`src/rtl/diag_test_pkg.sv`:
```
package diag_test_pkg;

    typedef enum logic [1:0] {
        ST_IDLE      = 2'd0,
        ST_RAM_LATCH = 2'd1,
        ST_REPLY     = 2'd2
    } seq_state_t;

    localparam int B_SNOOP = 0;
    localparam int B_BUSY  = 1;
    localparam int B_ARB   = 2;
    localparam int B_FAIR  = 3;
    localparam int B_RW    = 4;
    localparam int B_CLR   = 5;
    localparam int B_CTL   = 6;
    localparam int B_ERR   = 7;
    localparam int B_TEST  = 8;
    localparam int CSR_BITS = 9;

    typedef struct packed {
        logic ram_test;
        logic ctl_err;
        logic ctl_bit;
        logic addr_clr;
        logic reg_rw;
        logic busy_sel;
        logic snoop;
    } csr_fields_t;

endpackage

```
`src/rtl/diag_csr.sv`:
```
module diag_csr
    import diag_test_pkg::*;
(
    input  logic                clk,
    input  logic                rst_n,
    input  logic                wr_hit,
    input  logic [CSR_BITS-1:0] wbits,
    input  logic                err_set,
    output csr_fields_t         fld,
    output logic                clr_req
);

    csr_fields_t q;
    logic        wr_priv;

    // protected fields need the write-enable bit already stored
    assign wr_priv = wr_hit & q.reg_rw;
    assign clr_req = wr_priv & wbits[B_CLR];

    always_ff @(posedge clk) begin
        if (!rst_n) begin
            q <= '0;
        end else begin
            if (wr_hit) begin
                q.snoop  <= wbits[B_SNOOP];
                q.reg_rw <= wbits[B_RW];
            end
            if (wr_priv) begin
                q.busy_sel <= wbits[B_BUSY];
                q.ctl_bit  <= wbits[B_CTL];
                q.ram_test <= wbits[B_TEST];
            end
            q.addr_clr <= clr_req;
            if (clr_req)
                q.ctl_err <= 1'b0;
            else if (err_set)
                q.ctl_err <= 1'b1;
        end
    end

    assign fld = q;

endmodule

```
`src/rtl/diag_ptr.sv`:
```
module diag_ptr #(
    parameter int DEPTH = 64,
    localparam int AW   = $clog2(DEPTH)
) (
    input  logic          clk,
    input  logic          rst_n,
    input  logic          clr,
    input  logic          inc,
    output logic [AW-1:0] ptr
);

    localparam logic [AW-1:0] LAST = AW'(DEPTH - 1);

    logic [AW-1:0] q;

    always_ff @(posedge clk) begin
        if (!rst_n)
            q <= '0;
        else if (clr)
            q <= '0;
        else if (inc)
            q <= (q == LAST) ? '0 : q + 1'b1;
    end

    assign ptr = q;

endmodule

```
`src/rtl/diag_seq.sv`:
```
module diag_seq
    import diag_test_pkg::*;
#(
    parameter int          HOST_AW = 8,
    parameter int          HOST_DW = 32,
    parameter logic [7:0]  CSR_OFS = 8'h20,
    parameter logic [7:0]  WIN_OFS = 8'h80,
    localparam int         RAM_W   = HOST_DW + 2
) (
    input  logic               clk,
    input  logic               rst_n,
    input  logic               host_sel,
    input  logic               host_wr,
    input  logic               host_rd,
    input  logic [HOST_AW-1:0] host_addr,
    input  logic               test_mode,
    input  logic               ctl_bit,
    input  logic [HOST_DW-1:0] csr_value,
    input  logic [RAM_W-1:0]   ram_rdata,
    output logic               ram_we,
    output logic               ram_re,
    output logic               ptr_inc,
    output logic               csr_wr,
    output logic               err_set,
    output logic [HOST_DW-1:0] host_rdata,
    output logic               host_rvalid,
    output logic               idle
);

    seq_state_t state, state_nx;
    logic       win_hit, csr_hit, rd_other;
    logic [HOST_DW-1:0] rdata_q;

    assign win_hit  = host_sel && (host_addr == HOST_AW'(WIN_OFS));
    assign csr_hit  = host_sel && (host_addr == HOST_AW'(CSR_OFS));
    assign idle     = (state == ST_IDLE);
    assign rd_other = idle && host_sel && host_rd && !ram_re;

    // state register
    always_ff @(posedge clk) begin
        if (!rst_n)
            state <= ST_IDLE;
        else
            state <= state_nx;
    end

    always_comb begin
        state_nx = state;
        unique case (state)
            ST_IDLE: begin
                if (ram_re)
                    state_nx = ST_RAM_LATCH;
                else if (host_sel && host_rd)
                    state_nx = ST_REPLY;
            end
            ST_RAM_LATCH: state_nx = ST_REPLY;
            ST_REPLY:     state_nx = ST_IDLE;
            default:      state_nx = ST_IDLE;
        endcase
    end

    // outputs
    always_comb begin
        ram_we      = idle && win_hit && host_wr && test_mode;
        ram_re      = idle && win_hit && host_rd && test_mode;
        ptr_inc     = ram_we || ram_re;
        csr_wr      = idle && csr_hit && host_wr;
        host_rvalid = (state == ST_REPLY);
        err_set     = (state == ST_RAM_LATCH) &&
                      ((ram_rdata[RAM_W-1] != ctl_bit) || ram_rdata[RAM_W-2]);
    end

    always_ff @(posedge clk) begin
        if (!rst_n)
            rdata_q <= '0;
        else if (state == ST_RAM_LATCH)
            rdata_q <= ram_rdata[HOST_DW-1:0];
        else if (rd_other)
            rdata_q <= csr_hit ? csr_value : '0;
    end

    assign host_rdata = rdata_q;

endmodule

```
`src/rtl/diag_test_ctrl.sv`:
```
module diag_test_ctrl
    import diag_test_pkg::*;
#(
    parameter int         HOST_AW    = 8,
    parameter int         HOST_DW    = 32,
    parameter int         RAM_DEPTH  = 64,
    parameter logic [7:0] CSR_OFS    = 8'h20,
    parameter logic [7:0] WIN_OFS    = 8'h80,
    parameter logic [3:0] ACK_BUSY_A = 4'h5,
    parameter logic [3:0] ACK_BUSY_B = 4'h6,
    localparam int        RAM_AW     = $clog2(RAM_DEPTH),
    localparam int        RAM_W      = HOST_DW + 2
) (
    input  logic               clk,
    input  logic               rst_n,
    input  logic               host_sel,
    input  logic               host_wr,
    input  logic               host_rd,
    input  logic [HOST_AW-1:0] host_addr,
    input  logic [HOST_DW-1:0] host_wdata,
    output logic [HOST_DW-1:0] host_rdata,
    output logic               host_rvalid,
    output logic [RAM_AW-1:0]  ram_addr,
    output logic               ram_we,
    output logic               ram_re,
    output logic [RAM_W-1:0]   ram_wdata,
    input  logic [RAM_W-1:0]   ram_rdata,
    input  logic               arb_gap_idle,
    input  logic               fair_gap_idle,
    output logic               reg_wr_en,
    output logic               snoop_en,
    output logic [3:0]         busy_ack_code
);

    csr_fields_t        fld;
    logic               clr_req, err_set, ptr_inc, csr_wr, seq_idle, test_mode;
    logic [HOST_DW-1:0] csr_value;

    diag_csr u_csr (
        .clk     (clk),
        .rst_n   (rst_n),
        .wr_hit  (csr_wr),
        .wbits   (host_wdata[CSR_BITS-1:0]),
        .err_set (err_set),
        .fld     (fld),
        .clr_req (clr_req)
    );

    diag_ptr #(.DEPTH(RAM_DEPTH)) u_ptr (
        .clk   (clk),
        .rst_n (rst_n),
        .clr   (clr_req),
        .inc   (ptr_inc),
        .ptr   (ram_addr)
    );

    diag_seq #(
        .HOST_AW (HOST_AW),
        .HOST_DW (HOST_DW),
        .CSR_OFS (CSR_OFS),
        .WIN_OFS (WIN_OFS)
    ) u_seq (
        .clk         (clk),
        .rst_n       (rst_n),
        .host_sel    (host_sel),
        .host_wr     (host_wr),
        .host_rd     (host_rd),
        .host_addr   (host_addr),
        .test_mode   (test_mode),
        .ctl_bit     (fld.ctl_bit),
        .csr_value   (csr_value),
        .ram_rdata   (ram_rdata),
        .ram_we      (ram_we),
        .ram_re      (ram_re),
        .ptr_inc     (ptr_inc),
        .csr_wr      (csr_wr),
        .err_set     (err_set),
        .host_rdata  (host_rdata),
        .host_rvalid (host_rvalid),
        .idle        (seq_idle)
    );

    assign test_mode = fld.ram_test & fld.reg_rw;

    always_comb begin
        csr_value         = '0;
        csr_value[B_SNOOP] = fld.snoop;
        csr_value[B_BUSY]  = fld.busy_sel;
        csr_value[B_ARB]   = arb_gap_idle;
        csr_value[B_FAIR]  = fair_gap_idle;
        csr_value[B_RW]    = fld.reg_rw;
        csr_value[B_CLR]   = fld.addr_clr;
        csr_value[B_CTL]   = fld.ctl_bit;
        csr_value[B_ERR]   = fld.ctl_err;
        csr_value[B_TEST]  = fld.ram_test;
    end

    assign ram_wdata     = {fld.ctl_bit, 1'b0, host_wdata};
    assign reg_wr_en     = fld.reg_rw;
    assign snoop_en      = fld.snoop;
    assign busy_ack_code = fld.busy_sel ? ACK_BUSY_B : ACK_BUSY_A;

endmodule

```
`config.mk`:
```
export PLATFORM = sky130hd
export DESIGN_NAME = diag_test_ctrl
export DESIGN_NICKNAME = d
export VERILOG_FILES = /design/src/rtl/diag_test_pkg.sv /design/src/rtl/diag_csr.sv /design/src/rtl/diag_ptr.sv /design/src/rtl/diag_seq.sv /design/src/rtl/diag_test_ctrl.sv
export SDC_FILE = /design/constraint.sdc
export NUM_CORES = 1
export LEC_CHECK = 0
export BUFFER_PORTS_ARGS = -buffer_cell sky130_fd_sc_hd__buf_2
export CAP_MARGIN = 20
export CORE_ASPECT_RATIO = 1.1
export CORE_MARGIN = 1
export CORE_UTILIZATION = 43
export CTS_CLUSTER_SIZE = 8
export DETAILED_ROUTE_END_ITERATION = 10
export HOLD_SLACK_MARGIN = 0.02
export PLACE_DENSITY = 0.85
export SYNTH_ARGS = -nofsm -noshare
export SYNTH_HDL_FRONTEND = slang
export SYNTH_SLANG_ARGS = --single-unit
```
`constraint.sdc`:
```
create_clock -name clk -period 3.3 [get_ports clk]
set_input_delay 0.66 -clock clk [delete_from_list [all_inputs] [get_ports clk]]
set_output_delay 0.66 -clock clk [all_outputs]
set_load 0.02 [all_outputs]
```
==> flow_summary.yaml, run 1 <==
route:
  vias: 1871
  ant_nets: 0
  drt-wirelength-per-cell_microns: 14.1
  routed_wl_microns: 4950
  drt_iter0_markers: 146
  vias_per_cell: 5.33
  drt_pre_antenna_iters: 4
  drcViolationCount: 0
sta:
  fmax_mhz: 365
  finalCritPeriodShare_pct: 83.0
  clock_skew_ns: 0.00590
  rsz0062_at_grt: "false"
  slew_headroom_pct: 48.7
  maxSlewViolCount: 0
  tightest_slew_ns: 0.770
  hold_viol: 0
  setup_viol: 0
  fin_crit_ns: 2.74
  tns_ns: 0
power_and_ir_drop:
  internal_power_uw: 757
  leakage_nw: 1.18
  p_seq_share_pct: 58.5
  swShare_pct: 23.5
  clkPwrFrac_pct: 31.5
  irDropWorstVdd_uv: 206
  power_uw: 989
  p_per_area_nw_per_um2: 389
  p_switching_uw: 232
  power_frac_comb_pct: 10.0
floorplanning:
  design.portCount: 162
  core-area_sq_um: 4750
  die_h_microns: 76.7
  rows: 26
  fp.dieW_microns: 69.9
  dieArea_sq_um: 5360
  start_util_pct: 45.9
grt:
  grt_pass1_vias: 1643
  grt_remaining_overflow: 0
  grt_antenna_before_repair: 0
  grt_pass1_wl_microns: 7710
  grt_max_degree: 24
  track_usage_pct: 18.1
clock_network:
  clock_latency_ns: 0.29
  cts_tree: "yes"
  cts_made_buffers: 5
  cts_num_sinks: 47
  cts-root-buf: "clkbuf_8"
  ctsResizeCount: 0
  path_clk_slew_ns: 0.08
  cts-hold-fix-buffers: 0
  clock_tree.buffer_depth: 2
  post_cts_buffers: 0
  h-tree-depth: 2
cells_and_area:
  area_delta_synth_final_pct: 16.6
  nets: 378
  diodes: 0
  n_fill_cell: 427
  layout-drive-gt1-share_pct: 40.7
  final_area_sq_um: 2540
synth:
  synth_top_area_cell: "dfxtp_1"
  synth_most_common_cell: "dfxtp_1"
  ys_seq_area_share_pct: 43.1
  synth_top_flop_cell: "dfxtp_1"
  yosys_warnings: 0
  postSynth.asyncResetShare_pct: 0
  synth_commonest_cells: "dfxtp_1, buf_4, a22o_1"
  ys_ff_latch: 47
  synth_cell_types: 44
  synthTopCellsByArea: "dfxtp_1, buf_4, a22o_1"
  syn-mean-instance-area_sq_um: 9.48
  synth_edf_count: 0
  netlist_area_sq_um: 2180
  syn_inst: 230
  synth_top_area_share_pct: 43.1
critical_path:
  critPathCaptureType: "output port"
  cp-start-kind: "input pin"
  critical_path_class: "input pin to output port"
  crit_fanout: 5
  arrival_ns: 2.08
  cp_data_required_time_ns: 2.64
run:
  maxCapViolCount: 0
placement:
  port_buffers: 106
  place.gp.congestion: 0.788
  dpl_cell_area_sq_um: 2470
  dp_hpwl_microns: 3760
worst_hold_path:
  worstHoldPathType: "flop to flop"
status:
  outcome: "finished, final reports clean"
-- layout by cell type (no fill, tap or decap), types with 2 or more instances in the layout --
cell,n
buf_2,106
dfxtp_1,47
a22o_1,23
a21oi_1,19
a22oi_1,9
o31ai_1,9
nand2_1,7
inv_1,6
o21ai_0,6
and2_1,5
clkbuf_8,5
nand3_1,4
nor2_1,4
nor4_1,3
nor2b_1,3
nor3b_1,3
nand4_1,3
conb_1,3
buf_4,3
or4_1,2
and4_1,2
mux2i_1,2
-- cell type report --
cell class                 count  area [sq um]  area share [%]
sequential                    47           941            37.0
multi-input combinational    127           880            34.6
timing repair buffer         109           553            21.8
tap                           56          70.1            2.76
clock buffer                   5          68.8            2.71
inverter                       6          22.5           0.886
clock inverter                 1          7.51           0.295
-- kinds of logic (layout without fill, tap and decap cells) --
family	Yosys count	in the layout	synth area share (%)
adder cells (fa/ha/maj)	1	1	0.574
AND/OR/NAND/NOR	47	47	14.1
multiplexers	2	2	0.918
other	2	3	0.344
buffers and inverters	57	121	16.7
AO/OA/AOI/OAI	73	73	23.9
flip-flops	47	47	43.1
XOR/XNOR	1	1	0.402
-- per-stage QoR --
stage	hold slack, ns	utilization, %	cells	setup slack, ns
after CTS	0.459	53.5	351	0.548
after floorplan	0.425	-	231	0.807
after global routing	0.494	53.5	351	0.484
after global placement	0.436	51.9	345	0.531
after detailed placement	0.446	51.9	345	0.550
final	0.454	53.5	351	0.562
-- layer usage --
metal  GRT usage, %  wire length [microns]
met1           21.3                   2120
met2           30.1                   2310
met3           6.04                    456
met4           7.20                     74
met5              0                      0
-- sequential cells by signal, indices dropped and copies added, names as in the netlist --
register          flops
u_ptr.ptr             6
u_csr.fld             7
u_seq.host_rdata     32
u_seq.state           2
-- critical path, cell delays in order --
cell	delay (ns)
buf_2	0.10
or4_1	0.66
nor4_1	0.30
and2_1	0.19
buf_2	0.16
-- power groups by stage --
stage / Combinational [mW] / Clock (mW) / Sequential [mW]
global route: 0.108 / 0.346 / 0.579
CTS: 0.0993 / 0.321 / 0.578
global placement: 0.0971 / 0 / 0.591
floorplan: 0.0943 / 0 / 0.599
detailed placement: 0.0989 / 0 / 0.591
finish: 0.0992 / 0.312 / 0.578
-- final timing paths --
check,start,to,slack [ns],cells after the start
worst max-delay path,host_addr[1],ram_re,0.56,5
worst min-delay path,u_csr.fld[5],u_csr.fld[5],0.45,2
worst max register to register,u_seq.state[1],u_seq.state[1],1.05,4
worst min register to register,u_csr.fld[5],u_csr.fld[5],0.45,2
No activity file was read; power rests on OpenSTA's default activity.
==> run 2: changes to the inputs <==
--- a/config.mk
+++ b/config.mk
@@ -9,11 +9,11 @@
 export CAP_MARGIN = 20
 export CORE_ASPECT_RATIO = 1.1
 export CORE_MARGIN = 1
-export CORE_UTILIZATION = 43
+export CORE_UTILIZATION = 36
 export CTS_CLUSTER_SIZE = 8
 export DETAILED_ROUTE_END_ITERATION = 10
 export HOLD_SLACK_MARGIN = 0.02
-export PLACE_DENSITY = 0.85
+export PLACE_DENSITY = 0.76
 export SYNTH_ARGS = -nofsm -noshare
 export SYNTH_HDL_FRONTEND = slang
 export SYNTH_SLANG_ARGS = --single-unit
==> constraint.sdc (replaced) <==
create_clock -name clk -period 2.4 [get_ports clk]
set_input_delay 0.48 -clock clk [delete_from_list [all_inputs] [get_ports clk]]
set_output_delay 0.48 -clock clk [all_outputs]
set_load 0.02 [all_outputs]
==> flow_summary.yaml, run 2 (synthesis gave the netlist of run 1 again) <==
status:
  outcome: "finished, final reports clean"
critical_path:
  r2r_slack_ns: 0.32
  cp_data_required_time_ns: 1.92
  crit_fanout: 6
  worstRegToRegCells: 4
  crit_family: "simple AND/OR/NAND/NOR gates"
  critPathMaxStageDelay_ns: 0.58
  arrival_ns: 1.81
  crit_start: "u_seq.state[0]"
  path_buf_inv: 1
  path_cells: "or4b_4 -> nor4_4 -> and2_1 -> buf_4"
  critPathCaptureType: "output port"
  r2r-start: "u_seq.state[0]"
  cp-start-kind: "flop"
  r2r_end: "u_seq.state[1]"
  critical_path_class: "flop to output port"
  slowest_stage: "or4b_4"
sta:
  finalCritPeriodShare_pct: 95.6
  maxSlewViolCount: 0
  final.setup.worst_slack_ns: 0.106
  hold_viol: 0
  fmax_mhz: 436
  whs_ns: 0.398
  fin_crit_ns: 2.29
  clock_skew_ns: 0.00812
  setup_viol: 0
  rsz0062_at_grt: "false"
  tns_ns: 0
route:
  routed_wl_microns: 5050
  vias_per_cell: 4.97
  drt_pre_antenna_iters: 4
  drt_iter0_markers: 109
  vias: 1898
  ant_nets: 0
  drt-wirelength-per-cell_microns: 13.2
  drcViolationCount: 0
clock_network:
  cts_made_buffers: 5
  cts-hold-fix-buffers: 0
  path_clk_slew_ns: 0.09
  clock_latency_ns: 0.30
  cts-root-buf: "clkbuf_8"
  post_cts_buffers: 0
  cts_num_sinks: 47
  cts_tree: "yes"
  clock_tree.buffer_depth: 2
  h-tree-depth: 2
placement:
  port_buffers: 106
  dp_hpwl_microns: 3890
  dpl_cell_area_sq_um: 2560
  place_ws_ns: -0.0294
  place.gp.congestion: 0.800
cells_and_area:
  n_fill_cell: 564
  layout-drive-gt1-share_pct: 43.6
  nets: 386
  area_delta_synth_final_pct: 22.7
  diodes: 0
  final_common_cell: "buf_2"
  final_cell_mix: "buf_2, dfxtp_1, a22o_1"
  final_area_sq_um: 2680
  largest_register_ffs: 32
worst_hold_path:
  worstHoldPathType: "input pin to flop"
  holdPathEnd: "u_seq.host_rdata[23]"
  holdPathStages: 2
  min_from: "ram_rdata[23]"
grt:
  grt_remaining_overflow: 0
  grt_antenna_before_repair: 0
  grt_max_degree: 24
  track_usage_pct: 15.9
  grt_pass1_vias: 1735
  grt_pass1_wl_microns: 8090
power_and_ir_drop:
  p_per_area_nw_per_um2: 527
  irDropWorstVdd_uv: 242
  power_mw: 1.41
  leakage_nw: 1.25
floorplanning:
  core-area_sq_um: 5810
  start_util_pct: 37.6
  rows: 29
  design.portCount: 162
  dieArea_sq_um: 6370
  fp.dieW_microns: 76.2
  die_h_microns: 83.6
run:
  maxCapViolCount: 0
run 2: changes by cell type in the layout (fill, tap and decap cells not counted):
cell / previous run / this run
buf_12: 0 / 1
inv_6: 0 / 1
buf_4: 3 / 11
clkinv_2: 0 / 2
buf_2: 106 / 105
nor4_1: 3 / 2
clkinvlp_4: 1 / 0
dfxtp_1: 47 / 46
or4_1: 2 / 1
nor4_4: 0 / 1
dfxtp_2: 0 / 1
or4_4: 0 / 1
run 2: worst register-to-register path, cell delays in order (launching register included):
cell and delay, ns:
dfxtp_2 0.36, or4b_4 0.58, o41a_1 0.48, or2_1 0.36, nor3b_1 0.20
run 2: routing by layer:
layer / vias to the layer above / share of wire [%] / wire length [microns] / global-route usage, %
li1: 951 / - / - / -
met1: 838 / 43 / 2180 / 18.1
met2: 90 / 44 / 2230 / 25.3
met3: 19 / 10 / 514 / 6.67
met4: 0 / 2.5 / 127 / 8.04
met5: - / 0 / 0 / 0
run 2: cell type report:
class | count | area, sq um | area share [%]
clock inverter | 3 | 18.8 | 0.702
tap | 77 | 96.3 | 3.60
clock buffer | 5 | 68.8 | 2.57
timing repair buffer | 117 | 628 | 23.5
multi-input combinational | 127 | 898 | 33.6
inverter | 6 | 22.5 | 0.842
sequential | 47 | 942 | 35.2
run 2: stage by stage:
stage | utilization (%) | std cells
6_report | 46.1 | 382
5_1_grt | 46.1 | 382
4_1_cts | 45.8 | 382
3_5_place_dp | 44.2 | 374
3_3_place_gp | 44.2 | 374
2_1_floorplan | - | 231
run 2: worst max-delay path by stage:
stage,to,cells after the start
after floorplan,u_seq.state[1],7
after global placement,ram_re,5
after detailed placement,ram_re,5
after CTS,ram_re,4
after global routing,ram_re,4
final,ram_re,4
run 2: report_power, final:
group	internal (mW)	switching, mW
Combinational	0.0661	0.0809
Sequential	0.789	0.00492
Clock	0.205	0.263
Total	1.06	0.349
run 2: timing repair:
| item | CTS | global route |
|---|---|---|
| cloned | 0 | 0 |
| setup endpoints to repair | 2 | 2 |
| gates resized for setup | 1 | 4 |
==> run 3: changes to the inputs <==
--- a/config.mk
+++ b/config.mk
@@ -7,13 +7,16 @@
 export LEC_CHECK = 0
 export BUFFER_PORTS_ARGS = -buffer_cell sky130_fd_sc_hd__buf_2
 export CAP_MARGIN = 20
+export CELL_PAD_IN_SITES_DETAIL_PLACEMENT = 1
+export CELL_PAD_IN_SITES_GLOBAL_PLACEMENT = 2
 export CORE_ASPECT_RATIO = 1.1
 export CORE_MARGIN = 1
-export CORE_UTILIZATION = 36
+export CORE_UTILIZATION = 19
 export CTS_CLUSTER_SIZE = 8
 export DETAILED_ROUTE_END_ITERATION = 10
+export GPL_TIMING_DRIVEN = 0
 export HOLD_SLACK_MARGIN = 0.02
-export PLACE_DENSITY = 0.76
+export PLACE_DENSITY_LB_ADDON = 0.1
 export SYNTH_ARGS = -nofsm -noshare
 export SYNTH_HDL_FRONTEND = slang
 export SYNTH_SLANG_ARGS = --single-unit
==> flow_summary.yaml, run 3 (synthesis gave the netlist of run 1 again) <==
power_and_ir_drop:
  p_seq_share_pct: 45.8
  leakage_nw: 1.52
  swShare_pct: 25.7
  irDropWorstVdd_uv: 295
  p_switching_uw: 446
  power_frac_comb_pct: 13.8
  p_per_area_nw_per_um2: 546
  internal_power_mw: 1.29
  clkPwrFrac_pct: 40.5
floorplanning:
  die_h_microns: 114
  core-area_sq_um: 11100
  fp.dieW_microns: 104
  design.portCount: 162
  dieArea_sq_um: 11900
  rows: 40
  start_util_pct: 19.7
run:
  maxCapViolCount: 0
cells_and_area:
  final_cell_mix: "buf_2, dfxtp_1, buf_4"
  largest_register_ffs: 32
  nets: 451
  n_fill_cell: 1352
  final_common_cell: "buf_2"
  layout-drive-gt1-share_pct: 50.5
  final_util_pct: 28.8
  final_cells: 518
  area_delta_synth_final_pct: 45.9
sta:
  clock_skew_ns: 0.00488
  rsz0062_at_grt: "true"
  fmax_mhz: 423
  tightest_slew_ns: 1.06
  fin_crit_ns: 2.36
  hold_viol: 0
  setup_viol: 0
  slew_headroom_pct: 29.3
  whs_ns: 0.407
  finalCritPeriodShare_pct: 98.4
  maxSlewViolCount: 0
placement:
  port_buffers: 132
  dp_hpwl_microns: 5660
  place.gp.congestion: 0.741
  dp_cells: 510
worst_hold_path:
  min_from: "ram_rdata[28]"
  worstHoldPathType: "input pin to flop"
  holdPathStages: 2
  holdPathEnd: "u_seq.host_rdata[28]"
grt:
  track_usage_pct: 11.8
  grt_pass1_vias: 2192
  grt_remaining_overflow: 0
  grt_pass1_wl_microns: 11200
  grt_max_degree: 16
  grt_antenna_before_repair: 0
clock_network:
  cts_made_buffers: 5
  cts_num_sinks: 47
  cts_tree: "yes"
  clock_latency_ns: 0.28
  clock_tree.buffer_depth: 2
  path_clk_slew_ns: 0.07
  cts-root-buf: "clkbuf_16"
  h-tree-depth: 2
  cts-hold-fix-buffers: 0
critical_path:
  r2r-start: "u_seq.state[0]"
  worstRegToRegCells: 6
  cp_data_required_time_ns: 2.62
  r2r_end: "u_seq.state[1]"
  cp-start-kind: "input pin"
  arrival_ns: 2.58
  r2r_slack_ns: 0.11
  critPathCaptureType: "flop"
  critical_path_class: "input pin to flop"
  crit_fanout: 9
route:
  drt_iter0_markers: 43
  vias_per_cell: 4.23
  ant_nets: 0
  drt_pre_antenna_iters: 4
  vias: 2193
  routed_wl_microns: 7210
  drcViolationCount: 0
  drt-wirelength-per-cell_microns: 13.9
status:
  outcome: "finished, final reports clean"
## run 3: cell count changes in the layout (fill, tap and decap cells not counted), moves of 2 or more
cell / before / now
clkbuf_1: 0 / 9
buf_4: 11 / 37
clkbuf_8: 5 / 0
clkinv_2: 2 / 0
clkbuf_16: 0 / 5
clkinv_4: 0 / 2
buf_2: 105 / 135
## run 3: timing repair
item	4_1_cts	5_1_grt
setup endpoints to repair	2	10
buffers inserted	0	0
resized for setup	1	1
pin swaps	0	0
## run 3: worst max path at each step
stage / startpoint / to / slack, ns / cells past startpoint
after global routing: host_addr[1] / u_seq.host_rdata[8] / -0.07 / 5
after global placement: host_addr[1] / u_seq.host_rdata[4] / -0.28 / 6
after CTS: u_seq.state[0] / ram_re / 0.006 / 4
after detailed placement: host_addr[1] / u_seq.host_rdata[4] / -0.26 / 6
after floorplan: host_addr[1] / u_seq.state[1] / 0.11 / 7
final: host_addr[1] / u_seq.host_rdata[4] / 0.04 / 5
## run 3: per-layer routing
metal | vias up | global-route usage (%) | wire length, microns
li1 | 1089 | - | -
met2 | 88 | 20.8 | 3560
met1 | 1014 | 14.4 | 3090
met4 | 0 | 2.00 | 24
met5 | - | 0 | 0
met3 | 2 | 3.59 | 540
## run 3: final cells by class
class,count,area (sq um),share of cell area [%]
flip-flops and latches,47,942,29.6
diodes,1,2.50,0.0786
multi-input cells,127,886,27.8
well taps,147,184,5.78
inverters,6,22.5,0.708
repair buffers,132,661,20.8
plain buffers,50,338,10.6
clock inverters,2,17.5,0.551
clock buffers,6,129,4.05
## run 3: metrics by stage
step	setup TNS (ns)	setup WS (ns)	cell area (sq um)	total power [mW]
CTS	0	0.00619	3180	1.78
global route	-0.394	-0.0710	3180	1.82
global placement	-6.28	-0.276	3030	1.05
finish	0	0.0386	3180	1.74
floorplan	0	0.109	2180	0.953
detailed placement	-6.31	-0.264	3030	1.06
## run 3: power by group through the flow
stage	combinational, mW	clock (mW)	sequential [mW]
after CTS	0.243	0.739	0.795
final	0.239	0.704	0.796
after detailed placement	0.242	0	0.814
after global routing	0.258	0.767	0.797
after global placement	0.240	0	0.813
after floorplan	0.130	0	0.824
## run 3: worst max-delay path: stages
cell	delay [ns]
buf_2	0.10
or4_1	0.67
nor4b_2	0.95
a22oi_1	0.18
a21oi_1	0.19
